[src/rtl/busxact_pkg.sv]
package busxact_pkg;

    typedef enum logic [1:0] {
        ST_IDLE  = 2'b00,
        ST_ADDR  = 2'b01,
        ST_DATA  = 2'b10,
        ST_GRANT = 2'b11
    } seq_state_e;

    typedef enum logic [1:0] {
        K_RD1  = 2'b00,
        K_IREF = 2'b01,
        K_DREF = 2'b10,
        K_WR   = 2'b11
    } req_kind_e;

endpackage

[src/rtl/busxact_near.sv]
module busxact_near #(
    parameter int TW = 22
) (
    input  logic          clk,
    input  logic          rst_n,
    input  logic [TW-1:0] page_i,
    input  logic          wr_start_i,
    input  logic          clr_i,
    output logic          hit_o
);

    typedef struct packed {
        logic          valid;
        logic [TW-1:0] page;
    } near_t;

    near_t near_d, near_q;

    always_comb begin
        near_d = near_q;
        if (wr_start_i) begin
            near_d.valid = 1'b1;
            near_d.page  = page_i;
        end else if (clr_i) begin
            near_d.valid = 1'b0;
        end
    end

    always_ff @(posedge clk) begin
        if (!rst_n) near_q <= '0;
        else        near_q <= near_d;
    end

    assign hit_o = near_q.valid && (near_q.page == page_i);

endmodule

[src/rtl/busxact_rdbuf.sv]
module busxact_rdbuf #(
    parameter int DW = 32,
    parameter int BL = 4,
    parameter int IW = 2
) (
    input  logic           clk,
    input  logic           rst_n,
    input  logic           clr_i,
    input  logic           cap_en_i,
    input  logic [IW-1:0]  cap_idx_i,
    input  logic [DW-1:0]  din_i,
    output logic [BL*DW-1:0] words_o
);

    logic [DW-1:0] slot_d [BL];
    logic [DW-1:0] slot_q [BL];

    for (genvar g = 0; g < BL; g++) begin : g_slot
        always_comb begin
            slot_d[g] = slot_q[g];
            if (clr_i)
                slot_d[g] = '0;
            else if (cap_en_i && (cap_idx_i == IW'(g)))
                slot_d[g] = din_i;
        end

        always_ff @(posedge clk) begin
            if (!rst_n) slot_q[g] <= '0;
            else        slot_q[g] <= slot_d[g];
        end

        assign words_o[g*DW +: DW] = slot_q[g];
    end

endmodule

[src/rtl/busxact_ctrl.sv]
module busxact_ctrl
    import busxact_pkg::*;
#(
    parameter int AW = 30,
    parameter int DW = 32,
    parameter int BL = 4,
    parameter int IW = 2
) (
    input  logic          clk,
    input  logic          rst_n,
    input  logic          req_valid_i,
    input  logic [1:0]    req_kind_i,
    input  logic [AW-1:0] req_addr_i,
    input  logic [DW-1:0] req_wdata_i,
    output logic          req_ready_o,
    input  logic          dburst_mode_i,
    input  logic          near_hit_i,
    input  logic          ack_i,
    input  logic          rdcen_i,
    input  logic          berr_i,
    input  logic          busreq_i,
    output logic          rd_o,
    output logic          wr_o,
    output logic          burst_o,
    output logic          ad_oe_o,
    output logic          busgnt_o,
    output logic [DW-1:0] ad_o,
    output logic          wr_start_o,
    output logic          near_clr_o,
    output logic          cap_en_o,
    output logic [IW-1:0] cap_idx_o,
    output logic          buf_clr_o,
    output logic          done_o,
    output logic          berr_exc_o
);

    localparam int CW = $clog2(BL + 1);

    typedef struct packed {
        seq_state_e    st;
        logic          is_wr;
        logic          flag;
        logic [AW-1:0] addr;
        logic [DW-1:0] wdata;
        logic [CW-1:0] cnt;
        logic [CW-1:0] need;
        logic          ack_seen;
        logic          done;
        logic          berr_exc;
    } ctl_t;

    ctl_t ctl_d, ctl_q;
    logic [CW-1:0] cnt_nxt;
    logic          ack_nxt;
    logic          bursting;

    always_comb begin
        ctl_d          = ctl_q;
        ctl_d.done     = 1'b0;
        ctl_d.berr_exc = 1'b0;
        wr_start_o     = 1'b0;
        near_clr_o     = 1'b0;
        cap_en_o       = 1'b0;
        buf_clr_o      = 1'b0;
        cnt_nxt        = ctl_q.cnt;
        ack_nxt        = ctl_q.ack_seen;
        bursting       = (req_kind_i == K_IREF) ||
                         ((req_kind_i == K_DREF) && dburst_mode_i);

        unique case (ctl_q.st)
            ST_IDLE: begin
                if (busreq_i) begin
                    ctl_d.st   = ST_GRANT;
                    near_clr_o = 1'b1;
                end else if (req_valid_i) begin
                    ctl_d.st       = ST_ADDR;
                    ctl_d.addr     = req_addr_i;
                    ctl_d.wdata    = req_wdata_i;
                    ctl_d.cnt      = '0;
                    ctl_d.ack_seen = 1'b0;
                    if (req_kind_i == K_WR) begin
                        ctl_d.is_wr = 1'b1;
                        ctl_d.flag  = near_hit_i;
                        ctl_d.need  = CW'(1);
                        wr_start_o  = 1'b1;
                    end else begin
                        ctl_d.is_wr = 1'b0;
                        ctl_d.flag  = bursting;
                        ctl_d.need  = bursting ? CW'(BL) : CW'(1);
                        near_clr_o  = 1'b1;
                        buf_clr_o   = 1'b1;
                    end
                end
            end
            ST_ADDR: begin
                ctl_d.st = ST_DATA;
            end
            ST_DATA: begin
                if (berr_i) begin
                    ctl_d.st       = ST_IDLE;
                    ctl_d.berr_exc = !ctl_q.is_wr;
                    buf_clr_o      = !ctl_q.is_wr;
                end else if (ctl_q.is_wr) begin
                    if (ack_i) begin
                        ctl_d.st   = ST_IDLE;
                        ctl_d.done = 1'b1;
                    end
                end else begin
                    if (rdcen_i && (ctl_q.cnt < ctl_q.need)) begin
                        cap_en_o = 1'b1;
                        cnt_nxt  = ctl_q.cnt + CW'(1);
                    end
                    ack_nxt        = ctl_q.ack_seen || ack_i;
                    ctl_d.cnt      = cnt_nxt;
                    ctl_d.ack_seen = ack_nxt;
                    if ((cnt_nxt == ctl_q.need) && ack_nxt) begin
                        ctl_d.st   = ST_IDLE;
                        ctl_d.done = 1'b1;
                    end
                end
            end
            ST_GRANT: begin
                near_clr_o = 1'b1;
                if (!busreq_i) ctl_d.st = ST_IDLE;
            end
            default: ctl_d.st = ST_IDLE;
        endcase
    end

    always_ff @(posedge clk) begin
        if (!rst_n) ctl_q <= '0;
        else        ctl_q <= ctl_d;
    end

    logic active;
    logic [DW-1:0] addr_ext;

    always_comb begin
        active   = (ctl_q.st == ST_ADDR) || (ctl_q.st == ST_DATA);
        addr_ext = '0;
        addr_ext[AW-1:0] = ctl_q.addr;
        if (ctl_q.st == ST_ADDR)
            ad_o = addr_ext;
        else if ((ctl_q.st == ST_DATA) && ctl_q.is_wr)
            ad_o = ctl_q.wdata;
        else
            ad_o = '0;
    end

    assign rd_o        = active && !ctl_q.is_wr;
    assign wr_o        = active && ctl_q.is_wr;
    assign burst_o     = active && ctl_q.flag;
    assign ad_oe_o     = (ctl_q.st != ST_GRANT);
    assign busgnt_o    = (ctl_q.st == ST_GRANT);
    assign req_ready_o = (ctl_q.st == ST_IDLE) && !busreq_i;
    assign cap_idx_o   = ctl_q.cnt[IW-1:0];
    assign done_o      = ctl_q.done;
    assign berr_exc_o  = ctl_q.berr_exc;

endmodule

[src/rtl/busxact_seq.sv]
module busxact_seq #(
    parameter int AW = 30,
    parameter int DW = 32,
    parameter int BL = 4,
    parameter int PB = 8
) (
    input  logic             clk,
    input  logic             rst_n,
    input  logic             cfg_dburst_i,
    input  logic             req_valid_i,
    input  logic [1:0]       req_kind_i,
    input  logic [AW-1:0]    req_addr_i,
    input  logic [DW-1:0]    req_wdata_i,
    output logic             req_ready_o,
    output logic             done_o,
    output logic             berr_exc_o,
    output logic [BL*DW-1:0] rdata_o,
    output logic [DW-1:0]    ad_o,
    input  logic [DW-1:0]    ad_i,
    output logic             ad_oe_o,
    output logic             rd_o,
    output logic             wr_o,
    output logic             burst_o,
    input  logic             ack_i,
    input  logic             rdcen_i,
    input  logic             berr_i,
    input  logic             busreq_i,
    output logic             busgnt_o
);

    localparam int IW = $clog2(BL);
    localparam int TW = AW - PB;

    logic mode_d, mode_q;

    always_comb begin
        mode_d = rst_n ? mode_q : cfg_dburst_i;
    end

    always_ff @(posedge clk) begin
        mode_q <= mode_d;
    end

    logic          near_hit, wr_start, near_clr;
    logic          cap_en, buf_clr;
    logic [IW-1:0] cap_idx;
    logic [BL*DW-1:0] words;

    busxact_ctrl #(.AW(AW), .DW(DW), .BL(BL), .IW(IW)) u_ctrl (
        .clk           (clk),
        .rst_n         (rst_n),
        .req_valid_i   (req_valid_i),
        .req_kind_i    (req_kind_i),
        .req_addr_i    (req_addr_i),
        .req_wdata_i   (req_wdata_i),
        .req_ready_o   (req_ready_o),
        .dburst_mode_i (mode_q),
        .near_hit_i    (near_hit),
        .ack_i         (ack_i),
        .rdcen_i       (rdcen_i),
        .berr_i        (berr_i),
        .busreq_i      (busreq_i),
        .rd_o          (rd_o),
        .wr_o          (wr_o),
        .burst_o       (burst_o),
        .ad_oe_o       (ad_oe_o),
        .busgnt_o      (busgnt_o),
        .ad_o          (ad_o),
        .wr_start_o    (wr_start),
        .near_clr_o    (near_clr),
        .cap_en_o      (cap_en),
        .cap_idx_o     (cap_idx),
        .buf_clr_o     (buf_clr),
        .done_o        (done_o),
        .berr_exc_o    (berr_exc_o)
    );

    busxact_near #(.TW(TW)) u_near (
        .clk        (clk),
        .rst_n      (rst_n),
        .page_i     (req_addr_i[AW-1:PB]),
        .wr_start_i (wr_start),
        .clr_i      (near_clr),
        .hit_o      (near_hit)
    );

    busxact_rdbuf #(.DW(DW), .BL(BL), .IW(IW)) u_rdbuf (
        .clk       (clk),
        .rst_n     (rst_n),
        .clr_i     (buf_clr),
        .cap_en_i  (cap_en),
        .cap_idx_i (cap_idx),
        .din_i     (ad_i),
        .words_o   (words)
    );

    assign rdata_o = done_o ? words : '0;

endmodule

[config.mk]
export PLATFORM = sky130hd
export DESIGN_NAME = busxact_seq
export DESIGN_NICKNAME = d
export VERILOG_FILES = /design/src/rtl/busxact_pkg.sv /design/src/rtl/busxact_near.sv /design/src/rtl/busxact_rdbuf.sv /design/src/rtl/busxact_ctrl.sv /design/src/rtl/busxact_seq.sv
export SDC_FILE = /design/constraint.sdc
export NUM_CORES = 1
export LEC_CHECK = 0
export CAP_MARGIN = 20
export CELL_PAD_IN_SITES_DETAIL_PLACEMENT = 1
export CELL_PAD_IN_SITES_GLOBAL_PLACEMENT = 1
export CORE_MARGIN = 4
export CORE_UTILIZATION = 30
export CTS_CLUSTER_DIAMETER = 100
export DETAILED_ROUTE_END_ITERATION = 6
export PLACE_DENSITY_LB_ADDON = 0.1
export REMOVE_ABC_BUFFERS = 1
export SLEW_MARGIN = 20
export SYNTH_ARGS = -nofsm -noshare
export SYNTH_HDL_FRONTEND = slang
export SYNTH_SLANG_ARGS = --single-unit
[constraint.sdc]
create_clock -name clk -period 2.1 [get_ports clk]
set_clock_uncertainty 0.2 [all_clocks]
set_input_delay 0.21 -clock clk [delete_from_list [all_inputs] [get_ports clk]]
set_output_delay 0.21 -clock clk [all_outputs]
set_load 0.02 [all_outputs]
* Word-level counts from Yosys, hierarchy flattened *
Memories as Yosys holds them, arrays and structs flattened.
Cells that the tools add are included.

storage, ports and cells
  flip-flop bits (word level) = 99
  latch bits = 0
  RAM bits = 128
  ROM bits = 0
  bits of input ports = 104
  output and inout port bits = 168
  memories kept = 1

memories
  name            words  bits a word  read ports  clocked after Yosys merged registers in  wr ports  RTL line             source
  u_rdbuf.slot_q  4      32           4           0                                        4         busxact_rdbuf.sv:16  logic [DW-1:0] slot_q [BL];

cells by class
  $add $sub $neg = 1
  multiply operators = 0
  div/mod/pow operators = 0
  $lt $le $gt $ge = 1
  equality and inequality tests = 20
  shift-type cells = 0
  muxes and demuxes = 59
  bitwise logic cells = 7
  reductions and logical operators = 27

operators by type and width
  kind                 count
  $mux 32              14
  $mux 128             1
  $mux 73              1
  $mux 3               8
  $eq 22x22->1         1
  $mux 1               21
  $mux 2               8
  $logic_and 1x1->1    13
  $eq 2x2->1 const B   6
  $ne 2x2->1 const B   6
  $pmux 2 s4           1
  $mux 7               1
  $eq 2x1->1 const B   3
  $pmux 1 s2           3
  $pmux 3 s2           1
  $reduce_and 5->1     1
  $logic_not 2->1      2
  $ne 4x2->1 const B   1
  $ne 4x4->1 const B   1
  $or 1x1->1           4
  $reduce_and 4->1     1
  $reduce_bool 2->1    2
  $add 3x1->3 const B  1
  $eq 3x3->1           1
  other kinds (8)      13

* Depth between registers and ports, before layout *
  depth after elaboration = 12
  depth in mapped cells = 10
  mapped depth without buffers = 7

* Hierarchy *
From an unflattened synthesis, not the netlist that was laid out.

unflattened totals
  cell total of the unflattened synthesis = 1139
  area, all modules = 10784.1 µm²

by module, submodules not included
  module         instances  cells each  area each (µm²)  seq. area each (µm²)
  busxact_rdbuf  1          473         5352.6           2562.5
  busxact_ctrl   1          418         3304.4           1481.4
  busxact_near   1          104         1104.8           460.4
  busxact_seq    1          144         1022.2           30.0

* Worst setup path after synthesis *
OpenSTA, ideal clock, no wires.

  path type = reg-to-reg
  from = reg u_ctrl.ctl_q[74] in the netlist's numbering
  to = reg u_ctrl.ctl_q[25] in the netlist's numbering
  library setup time = 0.133 ns
  arrival time = 1.879 ns
  data required time = 1.767 ns
  path slack = -0.111 ns
  stages on the path, launching flop included = 10
  buffers on the path = 3
  clock period less this slack = 2.211 ns
  path through = dfxtp_1 > inv_1 > ha_1 > clkbuf_1 > nor2b_1 > nand2_1 > clkbuf_1 > clkbuf_1 > nand2_1 > a21oi_1

on the way
  word-level cells in the longest chain between the ends = 2

RTL lines
  item                        RTL line             source
  start: declaration          busxact_ctrl.sv:52   ctl_t ctl_d, ctl_q;
  start signal: assignment    busxact_ctrl.sv:132  else ctl_q <= ctl_d;
  $logic_not 2->1             busxact_ctrl.sv:70   unique case (ctl_q.st)
  $reduce_and 3->1 (no line)  n/a

No other way between the ends.
A chain may end at the register's enable or synchronous reset.

* Worst setup path in the final report *
  from = reg u_ctrl.ctl_q[73] in the netlist's numbering
  to = out ad_o[23]

on the way
  word-level cells in the longest chain between the ends = 4

RTL lines
  item               RTL line             source
  $eq 2x2->1         busxact_ctrl.sv:144  else if ((ctl_q.st == ST_DATA) && ctl_q.is_wr)
  $logic_and 1x1->1  busxact_ctrl.sv:144
  $mux 32            busxact_ctrl.sv:144
  $mux 32 *          busxact_ctrl.sv:142  if (ctl_q.st == ST_ADDR)
  end: declaration   busxact_seq.sv:18    output logic [DW-1:0] ad_o,

Mark *: on every way between the ends. The rest lies on a longest branch, timed or not.

==> qor.csv <==
metric;value;unit
regArea;0.004546;mm2
gr-usage-all-layers;0.1898;
min_from;req_wdata_i[13];
cp.arrival;1860;ps
synth_cells;1252;
ys_seq_area_frac;0.4715;
io_buffers;271;
hold_path.class;in2reg;
dp_cells;1888;
gp_congestion;0.8019;
status;finished, violations left;
synth-edff-count;1;
min_period_over_period;1.079;
clockBufferDepth;3;
drcViolationCount;0;
final_cells;1953;
cts.sinks;226;
root_buffer;clkbuf_16;
cts_buffers;27;
tritoncts;built;
hold_path_end;u_ctrl.ctl_q[22]$_SDFFE_PN0P_;
synthToLayoutAreaGrowth;49.84;%
synthFlopType;dfxtp_1;
yosysTopAreaCell;dfxtp_1;
fmax;0.4412;GHz
setup_viol;63;
fillers;3752;
power.density;754.2;mW/mm2
routed_wl;34.62;mm
slowest_stage;dfxtp_4;
fin_setup_tns;-5176;ps
final_common_cell;nand2_1;
core-area;0.03156;mm2
tightest_slew;432.0;ps
multi_input_area;0.004842;mm2
gr-total-overflow;0;
crit_chain;inv_4, ha_4, nand2_4, nor2_4, buf_12, clkbuf_16, a22o_1, buf_6;
maxCapViolations;0;
antenna_found_initial;1;
final_cell_mix;433 x nand2_1, 222 x dfxtp_1, 201 x a21oi_1;
finalNetCount;1643;
fin_ws;-166.7;ps
syn-cell-area;0.009617;mm2
dpl_cell_area;0.01316;mm2
min_period;2267;ps
dr.pass1.iters;6;
worstSetupEndpointType;primary output;
dp_hpwl;22.36;mm
num_vias;9440;
cts.clk_slew.worst_paths;60;ps
startpoint;u_ctrl.ctl_q[73]$_SDFFE_PN0P_;
rr_startpoint;u_ctrl.ctl_q[73]$_SDFFE_PN0P_;
hold_depth;3;
drv_slew;0;
h-tree-depth;1;
start_util;0.3048;
hold_ws;29.94;ps
wl_per_cell;17.72;um
reg2reg_slack;-40;ps
drtIter0Drc;354;
hold_viol;0;
die_y;187.0;um
grt_max_degree;64;
synth-async-reset-ratio;0;
ys_seq_elements;226;
yosysUniqueCellTypes;43;
violations;setup timing;
ys_warn_count;0;
worst-path-max-fanout;8;
syn_area_per_cell;7.681;um2
ant_nets;0;
reg2regPathDepth;11;
slowest_delay;380;ps
worst_ep_required_time;1690;ps
synth_top_area_frac;0.4684;
stdcell_area;0.01441;mm2
clk_latency;530;ps
avgViaCountPerCell;4.834;
critPathKind;reg2out;
start_kind;flop;
p_leak;5.752;nW
grt_first_pass_wirelength;54.98;mm
drive_above_1_share;0.1361;
peakVddDrop;496.2;uV
rows;65;
die_x;187.0;um
synth_area_leaders;dfxtp_1 47%, nand2_1 17%, a21oi_1 11%;
slew_headroom;0.7111;
r2r_end;u_rdbuf.slot_q[0][37]$_SDFFE_PP0P_;
rsz0062_at_grt;true;
grt_pass1_vias;9810;
io_pins;272;
die_area;0.03498;mm2
-- sequential cells by signal, indices dropped and copies added, names as in the netlist --
| register | cells |
|---|---|
| u_ctrl.done_o | 1 |
| u_ctrl.addr_ext | 30 |
| u_ctrl.cap_idx_o | 2 |
| u_near.near_q | 23 |
| mode_q | 1 |
| u_ctrl.ctl_q | 40 |
| u_ctrl.berr_exc_o | 1 |
| u_rdbuf.slot_q | 128 |
-- Yosys cell counts (2+ instances only) --
library cell	number
ha_1	9
nor4_1	3
buf_2	38
and3_1	4
nor3_1	2
clkbuf_1	52
nand3_1	8
and2_1	132
xnor2_1	12
a21oi_1	220
o211ai_1	5
nor2b_1	6
a21o_1	2
mux2i_1	2
o31ai_1	3
xor2_1	12
nand2b_1	3
a22o_1	32
nor2_1	5
inv_1	11
dfxtp_1	225
nand2_1	435
o21ai_0	4
nand4_1	5
buf_1	4
-- critical path, delay by kind of cell (launching register included) --
family,cells,cell delay [ps]
fa+ha+maj,1,160
compound gates,1,200
buf+inv,4,470
simple gates,2,110
flops,1,380
-- stage by stage --
| step | total power [W] | util | setup WS [ps] |
|---|---|---|---|
| floorplan | 0.005299 | - | -2706 |
| global route | 0.01137 | 0.4566 | -232.9 |
| global placement | 0.006160 | 0.4171 | -51.95 |
| finish | 0.01087 | 0.4567 | -166.7 |
| detailed placement | 0.006185 | 0.4171 | -95.16 |
| CTS | 0.01095 | 0.4516 | -235.4 |
-- repair_timing --
item | in CTS | in global routing
pin swaps | 6 | 16
hold endpoints to repair | 2 | 0
setup endpoints to repair | 304 | 226
gates cloned | 7 | 1
buffers inserted | 7 | 2
hold buffers | 2 | 0
gates resized for setup | 373 | 60
-- kinds of logic after synthesis --
kind of cell | synth area share
adder cells (fa/ha/maj) | 0.01171
buffers and inverters | 0.04671
AO/OA/AOI/OAI | 0.1619
multiplexers | 0.002082
flip-flops | 0.4715
AND/OR/NAND/NOR | 0.2843
XOR/XNOR | 0.02186
-- report_power, final --
| group | switching (W) | internal, W |
|---|---|---|
| Combinational | 0.000928 | 0.000785 |
| Sequential | 0.0000993 | 0.00444 |
| Clock | 0.00189 | 0.00272 |
| Total | 0.00292 | 0.00795 |
-- layer usage --
layer | wire length [um] | global-route usage | vias to the layer above
met2 | 16560 | 0.3295 | 218
met5 | 13 | 0 | -
met4 | 636 | 0.04039 | 2
met3 | 1887 | 0.04218 | 50
met1 | 15520 | 0.2431 | 4543
li1 | - | - | 4627
-- how the worst max path moves through the flow --
stage                                              to  slack, ps
CTS                                           ad_o[8]       -240
finish                                       ad_o[23]       -170
global route                                 ad_o[20]       -230
floorplan           u_rdbuf.slot_q[0][0]$_SDFFE_PP0P_      -2710
global placement                             ad_o[19]        -50
detailed placement                           ad_o[21]       -100
-- layout make-up --
cell class / count / area share
multi-input combinational: 920 / 0.3360
tap: 402 / 0.03490
timing repair buffer: 344 / 0.2491
clock buffer: 41 / 0.05757
sequential: 226 / 0.3154
antenna: 1 / 0.0001737
clock inverter: 8 / 0.003734
inverter: 11 / 0.003039
No activity file was read; power rests on OpenSTA's default activity.
